<file path="src/rtl/stk_pkg.sv">
package stk_pkg;
  typedef enum logic [1:0] {
    OP_NONE = 2'd0,
    OP_LOAD = 2'd1,
    OP_PUSH = 2'd2,
    OP_POP  = 2'd3
  } stk_op_e;

  typedef enum logic [2:0] {
    ST_IDLE,
    ST_PUSH_HI,
    ST_PUSH_LO,
    ST_POP_A,
    ST_POP_B,
    ST_POP_C
  } stk_state_e;
endpackage

</file>
<file path="src/rtl/stk_sp_reg.sv">
module stk_sp_reg #(
  parameter int AW = 16,
  parameter logic [AW-1:0] SP_RESET = '0
) (
  input  logic          clk,
  input  logic          rst,
  input  logic          ld,
  input  logic [AW-1:0] ld_val,
  input  logic          dec,
  input  logic          inc,
  output logic [AW-1:0] sp
);
  localparam logic [AW-1:0] ONE = AW'(1);

  always_ff @(posedge clk) begin
    if (rst)      sp <= SP_RESET;
    else if (ld)  sp <= ld_val;
    else if (dec) sp <= sp - ONE;
    else if (inc) sp <= sp + ONE;
  end
endmodule

</file>
<file path="src/rtl/stk_pop_asm.sv">
module stk_pop_asm #(
  parameter int BW    = 8,
  parameter int LANES = 2
) (
  input  logic                clk,
  input  logic                rst,
  input  logic [LANES-1:0]    cap_en,
  input  logic [BW-1:0]       byte_in,
  output logic [LANES*BW-1:0] pair
);
  for (genvar g = 0; g < LANES; g++) begin : g_lane
    always_ff @(posedge clk) begin
      if (rst)            pair[g*BW +: BW] <= '0;
      else if (cap_en[g]) pair[g*BW +: BW] <= byte_in;
    end
  end
endmodule

</file>
<file path="src/rtl/stk_seq.sv">
module stk_seq
  import stk_pkg::*;
#(
  parameter int AW = 16,
  parameter int BW = 8
) (
  input  logic            clk,
  input  logic            rst,
  input  logic            cmd_valid,
  input  logic [1:0]      cmd_op,
  input  logic [2*BW-1:0] cmd_data,
  input  logic [AW-1:0]   sp,
  output logic            sp_ld,
  output logic            sp_dec,
  output logic            sp_inc,
  output logic [1:0]      cap_en,
  output logic [AW-1:0]   mem_addr,
  output logic [BW-1:0]   mem_wdata,
  output logic            mem_we,
  output logic            busy,
  output logic            done
);
  localparam logic [AW-1:0] ONE = AW'(1);

  stk_state_e      state;
  logic [BW-1:0]   lo_hold;
  logic            idle_cmd;
  stk_op_e         op;
  logic [AW-1:0]   sp_m1, sp_p1;

  assign op       = stk_op_e'(cmd_op);
  assign idle_cmd = (state == ST_IDLE) && cmd_valid;
  assign sp_m1    = sp - ONE;
  assign sp_p1    = sp + ONE;

  always_comb begin
    sp_ld  = idle_cmd && (op == OP_LOAD);
    sp_dec = (idle_cmd && (op == OP_PUSH)) || (state == ST_PUSH_HI);
    sp_inc = (state == ST_POP_A) || (state == ST_POP_B);
    cap_en = {state == ST_POP_C, state == ST_POP_B};
  end

  always_ff @(posedge clk) begin
    if (rst) begin
      state     <= ST_IDLE;
      mem_addr  <= '0;
      mem_wdata <= '0;
      mem_we    <= 1'b0;
      busy      <= 1'b0;
      done      <= 1'b0;
      lo_hold   <= '0;
    end else begin
      done   <= 1'b0;
      mem_we <= 1'b0;
      case (state)
        ST_IDLE: begin
          if (cmd_valid) begin
            case (op)
              OP_LOAD: done <= 1'b1;
              OP_PUSH: begin
                state     <= ST_PUSH_HI;
                mem_addr  <= sp_m1;
                mem_wdata <= cmd_data[2*BW-1:BW];
                lo_hold   <= cmd_data[BW-1:0];
                mem_we    <= 1'b1;
                busy      <= 1'b1;
              end
              OP_POP: begin
                state    <= ST_POP_A;
                mem_addr <= sp;
                busy     <= 1'b1;
              end
              default: ;
            endcase
          end
        end
        ST_PUSH_HI: begin
          state     <= ST_PUSH_LO;
          mem_addr  <= sp_m1;
          mem_wdata <= lo_hold;
          mem_we    <= 1'b1;
        end
        ST_PUSH_LO: begin
          state <= ST_IDLE;
          busy  <= 1'b0;
          done  <= 1'b1;
        end
        ST_POP_A: begin
          state    <= ST_POP_B;
          mem_addr <= sp_p1;
        end
        ST_POP_B: state <= ST_POP_C;
        ST_POP_C: begin
          state <= ST_IDLE;
          busy  <= 1'b0;
          done  <= 1'b1;
        end
        default: state <= ST_IDLE;
      endcase
    end
  end

  // restore states never drive a write strobe
  p_pop_no_write_r6: assert property (@(posedge clk) disable iff (rst)
    (state == ST_POP_A || state == ST_POP_B || state == ST_POP_C) |-> !mem_we);

  // a busy sequencer is never in the idle state
  p_busy_not_idle_r8: assert property (@(posedge clk) disable iff (rst)
    busy |-> (state != ST_IDLE));
endmodule

</file>
<file path="src/rtl/pair_stack_engine.sv">
module pair_stack_engine
  import stk_pkg::*;
#(
  parameter int AW = 16,
  parameter int BW = 8,
  parameter logic [AW-1:0] SP_RESET = '0
) (
  input  logic            clk,
  input  logic            rst,
  input  logic            cmd_valid,
  input  logic [1:0]      cmd_op,
  input  logic [2*BW-1:0] cmd_data,
  output logic            busy,
  output logic            done,
  output logic [2*BW-1:0] pop_data,
  output logic [AW-1:0]   sp,
  output logic [AW-1:0]   mem_addr,
  output logic [BW-1:0]   mem_wdata,
  output logic            mem_we,
  input  logic [BW-1:0]   mem_rdata
);
  localparam int PW = 2 * BW;

  logic       sp_ld, sp_dec, sp_inc;
  logic [1:0] cap_en;

  stk_sp_reg #(.AW(AW), .SP_RESET(SP_RESET)) u_sp (
    .clk(clk), .rst(rst), .ld(sp_ld), .ld_val(cmd_data[AW-1:0]),
    .dec(sp_dec), .inc(sp_inc), .sp(sp)
  );

  stk_seq #(.AW(AW), .BW(BW)) u_seq (
    .clk(clk), .rst(rst), .cmd_valid(cmd_valid), .cmd_op(cmd_op),
    .cmd_data(cmd_data), .sp(sp), .sp_ld(sp_ld), .sp_dec(sp_dec),
    .sp_inc(sp_inc), .cap_en(cap_en), .mem_addr(mem_addr),
    .mem_wdata(mem_wdata), .mem_we(mem_we), .busy(busy), .done(done)
  );

  stk_pop_asm #(.BW(BW), .LANES(PW / BW)) u_asm (
    .clk(clk), .rst(rst), .cap_en(cap_en), .byte_in(mem_rdata),
    .pair(pop_data)
  );

  // load lands in the pointer and completes next cycle
  p_load_r2: assert property (@(posedge clk) disable iff (rst)
    (cmd_valid && cmd_op == 2'd1 && !busy) |=>
      (sp == $past(cmd_data[AW-1:0]) && done));

  // each write goes to the freshly lowered pointer
  p_push_addr_r3: assert property (@(posedge clk) disable iff (rst)
    mem_we |-> (mem_addr == sp));

  // second byte of a save sits one below the first, modulo 2^16
  p_push_wrap_r7: assert property (@(posedge clk) disable iff (rst)
    (mem_we && $past(mem_we)) |-> (mem_addr == $past(mem_addr) - AW'(1)));

  // no memory write outside a busy window
  p_idle_quiet_r8: assert property (@(posedge clk) disable iff (rst)
    !busy |-> !mem_we);

  // completion is a single-cycle pulse
  p_done_pulse_r9: assert property (@(posedge clk) disable iff (rst)
    done |=> !done);
endmodule

</file>
<file path="config.mk">
export PLATFORM = sky130hd
export DESIGN_NAME = pair_stack_engine
export DESIGN_NICKNAME = d
export VERILOG_FILES = /design/src/rtl/stk_pkg.sv /design/src/rtl/stk_sp_reg.sv /design/src/rtl/stk_pop_asm.sv /design/src/rtl/stk_seq.sv /design/src/rtl/pair_stack_engine.sv
export SDC_FILE = /design/constraint.sdc
export NUM_CORES = 1
export LEC_CHECK = 0
export ABC_AREA = 1
export BUFFER_PORTS_ARGS = -buffer_cell sky130_fd_sc_hd__buf_2
export CAP_MARGIN = 15
export CELL_PAD_IN_SITES_DETAIL_PLACEMENT = 1
export CELL_PAD_IN_SITES_GLOBAL_PLACEMENT = 1
export CORE_MARGIN = 1.5
export CORE_UTILIZATION = 41
export CTS_BUF_LIST = sky130_fd_sc_hd__clkbuf_16
export CTS_CLUSTER_SIZE = 8
export DETAILED_ROUTE_END_ITERATION = 16
export HOLD_SLACK_MARGIN = 0.03
export PLACE_DENSITY_LB_ADDON = 0.25
export SLEW_MARGIN = 20
export SYNTH_ARGS = -nofsm -noshare
export SYNTH_HDL_FRONTEND = slang
export SYNTH_SLANG_ARGS = --single-unit
</file>
<file path="constraint.sdc">
create_clock -name clk -period 2.6 [get_ports clk]
set_input_delay 0.13 -clock clk [delete_from_list [all_inputs] [get_ports clk]]
set_output_delay 0.13 -clock clk [all_outputs]
set_load 0.05 [all_outputs]
</file>
After elaboration in Yosys (flattened, before gate mapping)
Index checks and enable logic that the tools add are counted.

Flip-flop bits (word level): 70. Input port bits: 29. Output and inout port bits: 59.

$add $sub $neg: 2. Eq/ne operators: 12. Muxes and demuxes: 21. Reduce and logical (&&, ||, !) cells: 17.

Operators by type and width (number): $mux W16 (4); $pmux W16 S3 (1); $pmux W16 S2 (1); $add A16 B1 Y16 const B (1); $mux W8 (2); $pmux W8 S2 (1); $sub A16 B1 Y16 const B (1); $pmux W3 S4 (1); $reduce_and A3 Y1 (4); $eq A3 B2 Y1 const B (2); $eq A3 B3 Y1 const B (2); $mux W1 (6); $ne A2 B2 Y1 const B (3); $pmux W1 S2 (3); $pmux W3 S2 (1); $reduce_bool A3 Y1 (2); $eq A2 B2 Y1 const B (2); $reduce_bool A2 Y1 (2); $reduce_or A2 Y1 (2); $eq A3 B1 Y1 const B (1); $logic_and A1 B1 Y1 (3); $logic_not A3 Y1 (1); $mux W3 (1); $ne A3 B3 Y1 const B (1); other kinds (3) (4).

Logic depth before layout (Yosys ltp)
Gate-level depths: netlist of run 1.

Depth after elaboration: 6. Depth in mapped cells: 13. Gate-level depth less buffers: 11.

Hierarchy
A second synthesis of run 1 with hierarchy kept.

Cell total of the unflattened synthesis: 771. Area, all modules: 4857.2 µm².

Modules (own cells, without submodules): stk_seq (instances 1, cells each 406, area each 2517.4 µm², seq. area each 760.7 µm²); stk_sp_reg (instances 1, cells each 271, area each 1682.9 µm², seq. area each 320.3 µm²); stk_pop_asm (instances 1, cells each 94, area each 656.9 µm², seq. area each 320.3 µm²).

Least setup slack after synthesis of run 1
OpenSTA, ideal clock, no wires.

Kind: flip-flop to flip-flop. From: register u_sp.sp[0]. To: register u_seq.mem_addr[10]. Arrival time: 1.718 ns. Required time: 2.485 ns. Setup slack: 0.766 ns. Cell stages (with the launch flop): 11. Buffers on the path: 0. Clock period less this slack: 1.834 ns. Cell sequence: dfxtp_1 > ha_1 > nand3_1 > nor2_2 > nand2_1 > nand2_1 > nand2_1 > nand2_1 > nand2_1 > o21ai_0 > inv_1.

Word-level cells in the longest chain between the ends: 4. Elaborated cells on any way between the ends: 5. Classes of those cells: add/sub: 2; mux: 3.

Ends and longest elaborated chain: start, declared (line stk_sp_reg.sv:11) `output logic [AW-1:0] sp`; start signal, assigned (line stk_sp_reg.sv:17) `else if (ld) sp <= ld_val;`; start signal, assigned (line stk_sp_reg.sv:18) `else if (dec) sp <= sp - ONE;`; start signal, assigned (line stk_sp_reg.sv:19) `else if (inc) sp <= sp + ONE;`; $sub A16 B1 Y16 (line stk_seq.sv:33) `assign sp_m1 = sp - ONE;`; $pmux W16 S2 (line stk_seq.sv:58) `case (op)`; $mux W16 (line stk_seq.sv:57) `if (cmd_valid) begin`; $pmux W16 S3 (*) (line stk_seq.sv:55) `case (state)`; end signal, assigned (line stk_seq.sv:62) `mem_addr <= sp_m1;`; end signal, assigned (line stk_seq.sv:70) `mem_addr <= sp;`; end signal, assigned (line stk_seq.sv:79) `mem_addr <= sp_m1;`; end, declared (line stk_seq.sv:17) `output logic [AW-1:0] mem_addr,`.

Every way passes the cells marked *; elsewhere a longest branch is shown, timed or not. The select of a mux whose other input is x is not followed. A chain may end at the register's enable or synchronous reset.

Final worst setup path of run 1
From: register u_seq.state[2]. To: register u_sp.sp[0].

Word-level cells in the longest chain between the ends: 6. Elaborated cells on any way between the ends: 12. Classes of those cells: eq/ne: 3; mux: 2; reduce/logical: 7.

Ends and longest elaborated chain: start, declared (line stk_seq.sv:25) `stk_state_e state;`; start signal, assigned (line stk_seq.sv:45) `state <= ST_IDLE;`; start signal, assigned (line stk_seq.sv:61) `state <= ST_PUSH_HI;`; start signal, assigned (line stk_seq.sv:69) `state <= ST_POP_A;`; $logic_not A3 Y1 (line stk_seq.sv:32) `assign idle_cmd = (state == ST_IDLE) && cmd_valid;`; $logic_and A1 B1 Y1 (line stk_seq.sv:32); $logic_and A1 B1 Y1 (line stk_seq.sv:38) `sp_dec = (idle_cmd && (op == OP_PUSH)) || (state == ST_PUSH_HI);`; $logic_or A1 B1 Y1 (line stk_seq.sv:38); $mux W16 (line stk_sp_reg.sv:18); $mux W16 (line stk_sp_reg.sv:17).

Parallel ways exist; a longest one is shown, timed or not.

==> flow_summary.json, run 1 <==
{
  "timing.clock.skew_ns": 0.00543,
  "number_of_flip_flops_and_latches_in_the_synthesized_netlist": 70,
  "clockBufferDepth": 2,
  "dr.pass1.iters": 4,
  "num_ports": 88,
  "h_tree_lvls": 3,
  "synth_sequential_area_ratio_pct": 34.1,
  "number_of_enable_type_register_cells_in_the_synthesized_netlist": 0,
  "cts_num_sinks": 70,
  "detailroute.via_count": 4573,
  "timing_worst_slew_pin_value_ns": 0.540,
  "crit_start_category": "register",
  "worstSetupEndpointType": "register",
  "synthesis.area_per_instance_sq_um": 6.30,
  "powerDensity_nw_per_um2": 884,
  "initial_core_util_pct": 42.1,
  "worst-path-max-fanout": 19,
  "finalWirelength_um": 14300,
  "maxCapViolations": 0,
  "syn_to_final_growth_pct": 17.3,
  "first_global_vias": 4436,
  "post_synth_xor_xnor_area_pct": 1.70,
  "synth_compound_gate_area_share_pct": 15.8,
  "layout_setup_ws_ns": 0.514,
  "grtUsageTotal_pct": 27.9,
  "cts_root_buffer": "clkbuf_16",
  "synth_mux_area_share_pct": 0,
  "design.die.area_sq_um": 10600,
  "period_share_pct": 80.2,
  "route.detailed.vias_per_inst": 5.33,
  "clkLatencyLatePin_ns": 0.34,
  "critical_path_at_ns": 2.35,
  "antenna_cells": 0,
  "report.power.total_mw": 4.26,
  "core.rowCount": 36,
  "yosys.area_share.simple_pct": 36.9,
  "routed_wire_length_per_instance_um": 16.6,
  "dieHeight_um": 103,
  "finalHoldViolCount": 0,
  "syn_area_sq_um": 4120,
  "rsz0062_at_grt": "false",
  "run_status": "completed",
  "design.core.area_sq_um": 9770,
  "drt-initial-drc-count": 179,
  "synth_fa_ha_area_share_pct": 0.608,
  "finalWeightedCongestion": 0.933,
  "first_pass_grt_wire_length_um": 22600,
  "netlist_instances": 653,
  "slew_headroom_pct": 63.9,
  "numPortBuffers": 87,
  "cts-buffers-inserted": 9,
  "synth_top_family_by_area": "simple AND/OR/NAND/NOR gates",
  "power_leakage_nw": 2.45,
  "path_clk_slew_ns": 0.06,
  "finalCoreUtilization_pct": 49.4,
  "dpl.hpwl_um": 10400,
  "postCtsResizedCells": 0,
  "finish.net_count": 752,
  "die_w_um": 103,
  "detailedPlace.worstSlack_ns": 0.575,
  "final-setup-viol-count": 0,
  "drc": 0,
  "critical_path_required_ns": 2.87,
  "mappedNetlistNets": 684,
  "hold_class": "in -> reg",
  "setup-tns-final_ns": 0,
  "yosys_most_used_dff": "dfxtp_1",
  "ys_async_sr_fraction_pct": 0,
  "hold_buffers_post_cts": 0,
  "report.final.slew_viol_count": 0,
  "power.ir.vdd_worst_v": 0.000412,
  "post_synth_num_cell_types": 32,
  "pin_count_of_the_biggest_net_entering_global_routing": 53,
  "min_period_ns": 2.09,
  "final_layout_size_suffix_gt1_share_pct": 17.7,
  "synthesis.yosys.warnings": 0,
  "path_class": "reg -> reg",
  "fmax_ghz": 0.479,
  "grt_overflow": 0,
  "grt_antenna_before_repair": 0,
  "tritoncts": "yes",
  "antenna_violating_nets_post_route": 0,
  "cts_setup_buffers": 0
}
-- logic make-up (layout without fill, tap and decap cells) --
| group | after synthesis | in the layout |
|---|---|---|
| xor gates and xnor gates | 8 | 8 |
| adders and majority gates | 2 | 2 |
| AOI/OAI and AO/OA | 121 | 121 |
| buffers and inverters | 103 | 175 |
| and+or+nand+nor | 349 | 349 |
| DFF | 70 | 70 |
-- path summary, 6_finish.rpt --
kind,from,endpoint,slack [ns],cells after the start
setup reg to reg,u_seq.state[2],u_sp.sp[0],0.51,8
hold / removal,cmd_data[0],u_seq.lo_hold[0],0.04,3
setup / recovery,u_seq.state[2],u_sp.sp[0],0.51,8
hold reg to reg,u_asm.pair[15],u_asm.pair[15],0.46,2
-- layout make-up --
| type | instances | area (sq um) |
|---|---|---|
| Clock buffer | 9 | 225 |
| Clock inverter | 6 | 40.0 |
| Fill cell | 1355 | 4950 |
| Inverter | 69 | 264 |
| Multi-Input combinational cell | 480 | 2260 |
| Sequential cell | 70 | 1400 |
| Tap cell | 133 | 166 |
| Timing Repair Buffer | 91 | 465 |
-- report_power, final --
group	total, mW	switching (mW)	internal [mW]
registers	1.42	0.205	1.21
logic	1.72	1.27	0.441
clock network	1.13	0.494	0.638
-- cell usage in the layout, fill, tap and decap left out, types with 4 or more instances in the layout --
cell type / count
dfxtp_1: 70
nand3_1: 61
nand4_1: 4
nor2_1: 111
a31oi_1: 16
inv_2: 5
a21oi_1: 39
xor2_1: 7
buf_2: 87
inv_1: 62
buf_4: 4
clkbuf_16: 9
o21ai_0: 58
nand2_1: 158
-- worst max-delay path, stage by stage (launching register included) --
cell     delay (ns)
dfxtp_1        0.55
inv_2          0.15
nand2_4        0.12
nor2_4         0.09
nor2_8         0.30
nand3_4        0.25
inv_2          0.26
o21ai_0        0.13
a21oi_1        0.14
-- per-layer routing --
metal,wire [um],share of wire [%],vias to the layer above,track usage [%]
li1,-,-,2237,-
met1,6560,46,2170,36.7
met2,6690,47,149,46.4
met3,838,5.9,17,5.65
met4,162,1.1,0,7.90
met5,0,0,-,0
-- Yosys cell counts, types with 3 or more instances --
master | n | area share [%]
nor2_8 | 3 | 1.5
nor2_2 | 3 | 0.46
buf_2 | 12 | 1.5
nand4_1 | 4 | 0.61
o21ai_0 | 58 | 7.1
a21oi_1 | 39 | 4.7
buf_4 | 3 | 0.55
inv_1 | 62 | 5.7
inv_2 | 5 | 0.46
buf_6 | 4 | 1.1
dfxtp_1 | 70 | 34
nand2_1 | 158 | 14
nand2_2 | 3 | 0.46
clkbuf_1 | 14 | 1.3
nor2_1 | 111 | 10
nand3_1 | 61 | 7.4
a31oi_1 | 16 | 2.4
xor2_1 | 7 | 1.5
-- state kept, by name (all words and copies together) (netlist names) --
register,count
u_seq.mem_we,1
u_sp.sp,16
u_asm.pair,16
u_seq.lo_hold,8
u_seq.mem_addr,16
u_seq.done,1
u_seq.busy,1
u_seq.state,3
u_seq.mem_wdata,8
-- metrics by stage --
step                      hold WS, ns  instances  instance area (sq um)
after floorplan                 0.265        653                   4120
after global placement          0.389        843                   4560
after detailed placement        0.403        843                   4560
after CTS                      0.0388        858                   4830
after global routing           0.0453        858                   4830
final                          0.0419        858                   4830
(Power assumes the default switching activity.)
==> run 2, diff against run 1 <==
- ABC_AREA: 1 -> 0
- CORE_UTILIZATION: 41 -> 40
- clock period: 2.6 -> 2.1 ns (I/O delays scaled with it)
==> run 2 against run 1 <==
Effect of this change: the flow now finishes with violations (setup timing); sequential power increased by 8%; sequential share of layout area decreased by 2.5 points; cell count decreased by 12%; count of clock-buffer cells in the layout unchanged; critical path depth increased by 1; first-iteration DRC count increased by 35%; critical endpoint is now u_sp.sp[6]; total power increased by 19%; largest cell class unchanged; critical path type unchanged; clock power increased by 41%; global-route usage increased by 0.54 points; register-to-register slack got worse by 0.53 ns.
==> flow_summary.json, run 2 <==
{
  "run_status": "finished with violations",
  "violations": "setup timing",
  "synth_area_leader_cell": "dfxtp_1",
  "number_of_flip_flops_and_latches_in_the_synthesized_netlist": 70,
  "finalWeightedCongestion": 0.991,
  "period_share_pct": 101,
  "post_synth_num_cell_types": 59,
  "ys_async_sr_fraction_pct": 0,
  "cts_root_buffer": "clkbuf_16",
  "layout_common_cells": "87 x buf_2, 61 x buf_4, 58 x dfxtp_1",
  "internal_power_mw": 3.11,
  "h_tree_lvls": 3,
  "antenna_cells": 0,
  "dieHeight_um": 103,
  "fmax_ghz": 0.473,
  "clkLatencyLatePin_ns": 0.34,
  "detailedPlace.worstSlack_ns": 0.00552,
  "worst-path-buf-inv": 3,
  "layout_setup_ws_ns": -0.0139,
  "num_ports": 88,
  "initial_core_util_pct": 40.9,
  "finish.net_count": 646,
  "pin_count_of_the_biggest_net_entering_global_routing": 46,
  "critPathSlowestCell": "or4b_4",
  "die_w_um": 103,
  "clockBufferDepth": 2,
  "critPathMaxStageDelay_ns": 0.49,
  "crit_start_category": "register",
  "r2r-end": "u_sp.sp[6]",
  "p_clk_share_pct": 31.2,
  "layout_commonest_cell": "buf_2",
  "timing_worst_slew_pin_value_ns": 0.644,
  "syn_area_sq_um": 3980,
  "synthesis.area_per_instance_sq_um": 8.08,
  "finalHoldViolCount": 0,
  "synth_common_cells": "70 x dfxtp_1, 47 x nand2_1, 45 x nor2_1",
  "path_class": "reg -> reg",
  "mappedNetlistNets": 524,
  "final_layout_size_suffix_gt1_share_pct": 35.0,
  "report.power.total_mw": 5.08,
  "worst_r2r_path_depth": 9,
  "timing.clock.skew_ns": 0.00668,
  "tritoncts": "yes",
  "grtUsageTotal_pct": 28.4,
  "drc": 0,
  "detailroute.via_count": 4431,
  "syn_to_final_growth_pct": 35.5,
  "synthesis.yosys.warnings": 0,
  "worst-path-max-fanout": 6,
  "p_seq_share_pct": 30.3,
  "slew_headroom_pct": 57.0,
  "met3_length_um": 929,
  "route.detailed.vias_per_inst": 5.88,
  "routed_wire_length_per_instance_um": 20.1,
  "path_clk_slew_ns": 0.06,
  "dp_cell_count": 718,
  "dpl.hpwl_um": 10500,
  "dr.pass1.iters": 5,
  "wl_met2_um": 7220,
  "synth_sequential_area_ratio_pct": 35.2,
  "first_global_vias": 4355,
  "fill_cells": 1207,
  "critical_path_at_ns": 2.32,
  "rrSetupSlack_ns": -0.01,
  "topRoutingLayerUsed": "met4",
  "hold_class": "in -> reg",
  "report.final.slew_viol_count": 0,
  "final-setup-viol-count": 2,
  "design.die.area_sq_um": 10600,
  "drt-initial-drc-count": 241,
  "crit_family": "simple AND/OR/NAND/NOR gates",
  "synth.area.top_cells": "dfxtp_1 35%, mux2i_1 6.5%, nand2_1 4.4%",
  "design.core.area_sq_um": 9730,
  "finalNonFillerCells": 753,
  "critical_path.reg2reg.startpoint": "u_sp.sp[0]",
  "grt_overflow": 0,
  "worstSetupEndpointType": "register",
  "power.ir.vdd_worst_v": 0.000420,
  "powerDensity_nw_per_um2": 941,
  "synthMostInstantiatedCell": "dfxtp_1",
  "grt_antenna_before_repair": 0,
  "netlist.area_leader.share_pct": 35.2,
  "number_of_enable_type_register_cells_in_the_synthesized_netlist": 0,
  "chain_of_cells_forming_the_critical_path": "inv_4, ha_4, or4b_4, buf_6, buf_4, nor2_2, xnor2_1, a221oi_1, o32ai_1",
  "rsz0062_at_grt": "true",
  "timing.critical_path.depth": 9,
  "timing.critical_path.to": "u_sp.sp[6]",
  "power_leakage_nw": 2.30,
  "yosys_most_used_dff": "dfxtp_1",
  "core.rowCount": 36,
  "antenna_violating_nets_post_route": 0,
  "setup.worst_path.start": "u_sp.sp[0]",
  "cts-buffers-inserted": 9,
  "first_pass_grt_wire_length_um": 22900,
  "largest_registers": "u_asm.pair x16, u_seq.mem_addr x16, u_sp.sp x16",
  "numPortBuffers": 87,
  "finalWirelength_um": 15100,
  "netlist_instances": 493,
  "met1_length_um": 6560,
  "cts_num_sinks": 70,
  "critical_path_required_ns": 2.31,
  "total_switching_power_mw": 1.97,
  "comb_power_share_pct": 38.5,
  "min_period_ns": 2.11,
  "power_switching_share_pct": 38.7,
  "maxCapViolations": 0
}
-- run 2: cell count changes in the layout (fill, tap and decap cells not counted), sizes merged, moves of 7 or more --
cell | previous run | this run
a22oi | 1 | 8
nand3 | 62 | 20
o21ai | 58 | 29
a311oi | 0 | 9
and3 | 0 | 8
xnor2 | 1 | 13
nor2 | 119 | 45
nor3 | 0 | 17
buf | 91 | 153
or4 | 0 | 8
inv | 69 | 15
mux2i | 0 | 26
nand2 | 164 | 47
nor4 | 0 | 15
-- run 2: metrics by stage --
stage	setup TNS, ns	hold WS, ns	instance area [sq um]	utilization, %
after floorplan	-0.171	0.241	4060	-
after global placement	0	0.353	4870	50.1
after detailed placement	0	0.367	4870	50.1
after CTS	-0.0622	0.0312	5310	54.5
after global routing	-0.357	0.0482	5400	55.5
final	-0.0175	0.0333	5400	55.5
-- run 2: what timing repair did --
action,4_1_cts,5_1_grt
hold buffers,6,0
setup endpoints to repair,1,9
resized for setup,2,13
hold endpoints to repair,8,0
buffers inserted,8,5
pin swaps,6,12
-- run 2: layout make-up --
class | count | area (sq um) | area share, %
Clock buffer | 9 | 225 | 4.17
Clock inverter | 7 | 78.8 | 1.46
Inverter | 11 | 46.3 | 0.858
Multi-Input combinational cell | 364 | 2400 | 44.5
Sequential cell | 70 | 1430 | 26.5
Tap cell | 133 | 166 | 3.08
Timing Repair Buffer | 159 | 1040 | 19.4
-- run 2: worst min path at each step --
stage	start	slack [ns]	to	cells after the start
floorplan	mem_rdata[0]	0.24	u_asm.pair[0]	2
CTS	cmd_data[0]	0.03	u_seq.lo_hold[0]	3
global route	mem_rdata[0]	0.05	u_asm.pair[0]	3
global placement	mem_rdata[0]	0.35	u_asm.pair[8]	3
finish	cmd_data[3]	0.03	u_seq.lo_hold[3]	3
detailed placement	mem_rdata[3]	0.37	u_asm.pair[3]	3
-- run 2: kinds of logic (layout without fill, tap and decap cells) --
group,after synthesis,in the layout,synth area share (%)
flip-flops,70,70,35.2
multiplexers,27,27,6.82
AND/OR/NAND/NOR,188,188,25.8
XOR/XNOR,17,17,3.74
AO/OA/AOI/OAI,130,130,21.3
adder cells (fa/ha/maj),2,2,0.628
buffers and inverters,59,186,6.54
-- run 2: power by group through the flow --
stage,combinational [mW],clock [mW],sequential (mW)
floorplan,0.955,0,1.91
global placement,1.70,0,1.56
detailed placement,1.74,0,1.57
CTS,1.84,1.60,1.54
global route,2.07,1.67,1.55
finish,1.95,1.59,1.54
-- run 2: worst register-to-register path: cells and delay by family (launching register included) --
kind | cells | cell delay [ns]
xor gates and xnor gates | 1 | 0.10
AOI/OAI and AO/OA | 2 | 0.44
buffers and inverters | 3 | 0.38
adders and majority gates | 1 | 0.13
and+or+nand+nor | 2 | 0.58
DFF | 1 | 0.37
-- run 2: routing by layer --
layer,GRT usage [%],up-vias
met3,6.71,34
met2,47.0,159
met1,35.5,2184
li1,-,2054
met4,12.1,0
met5,0,-
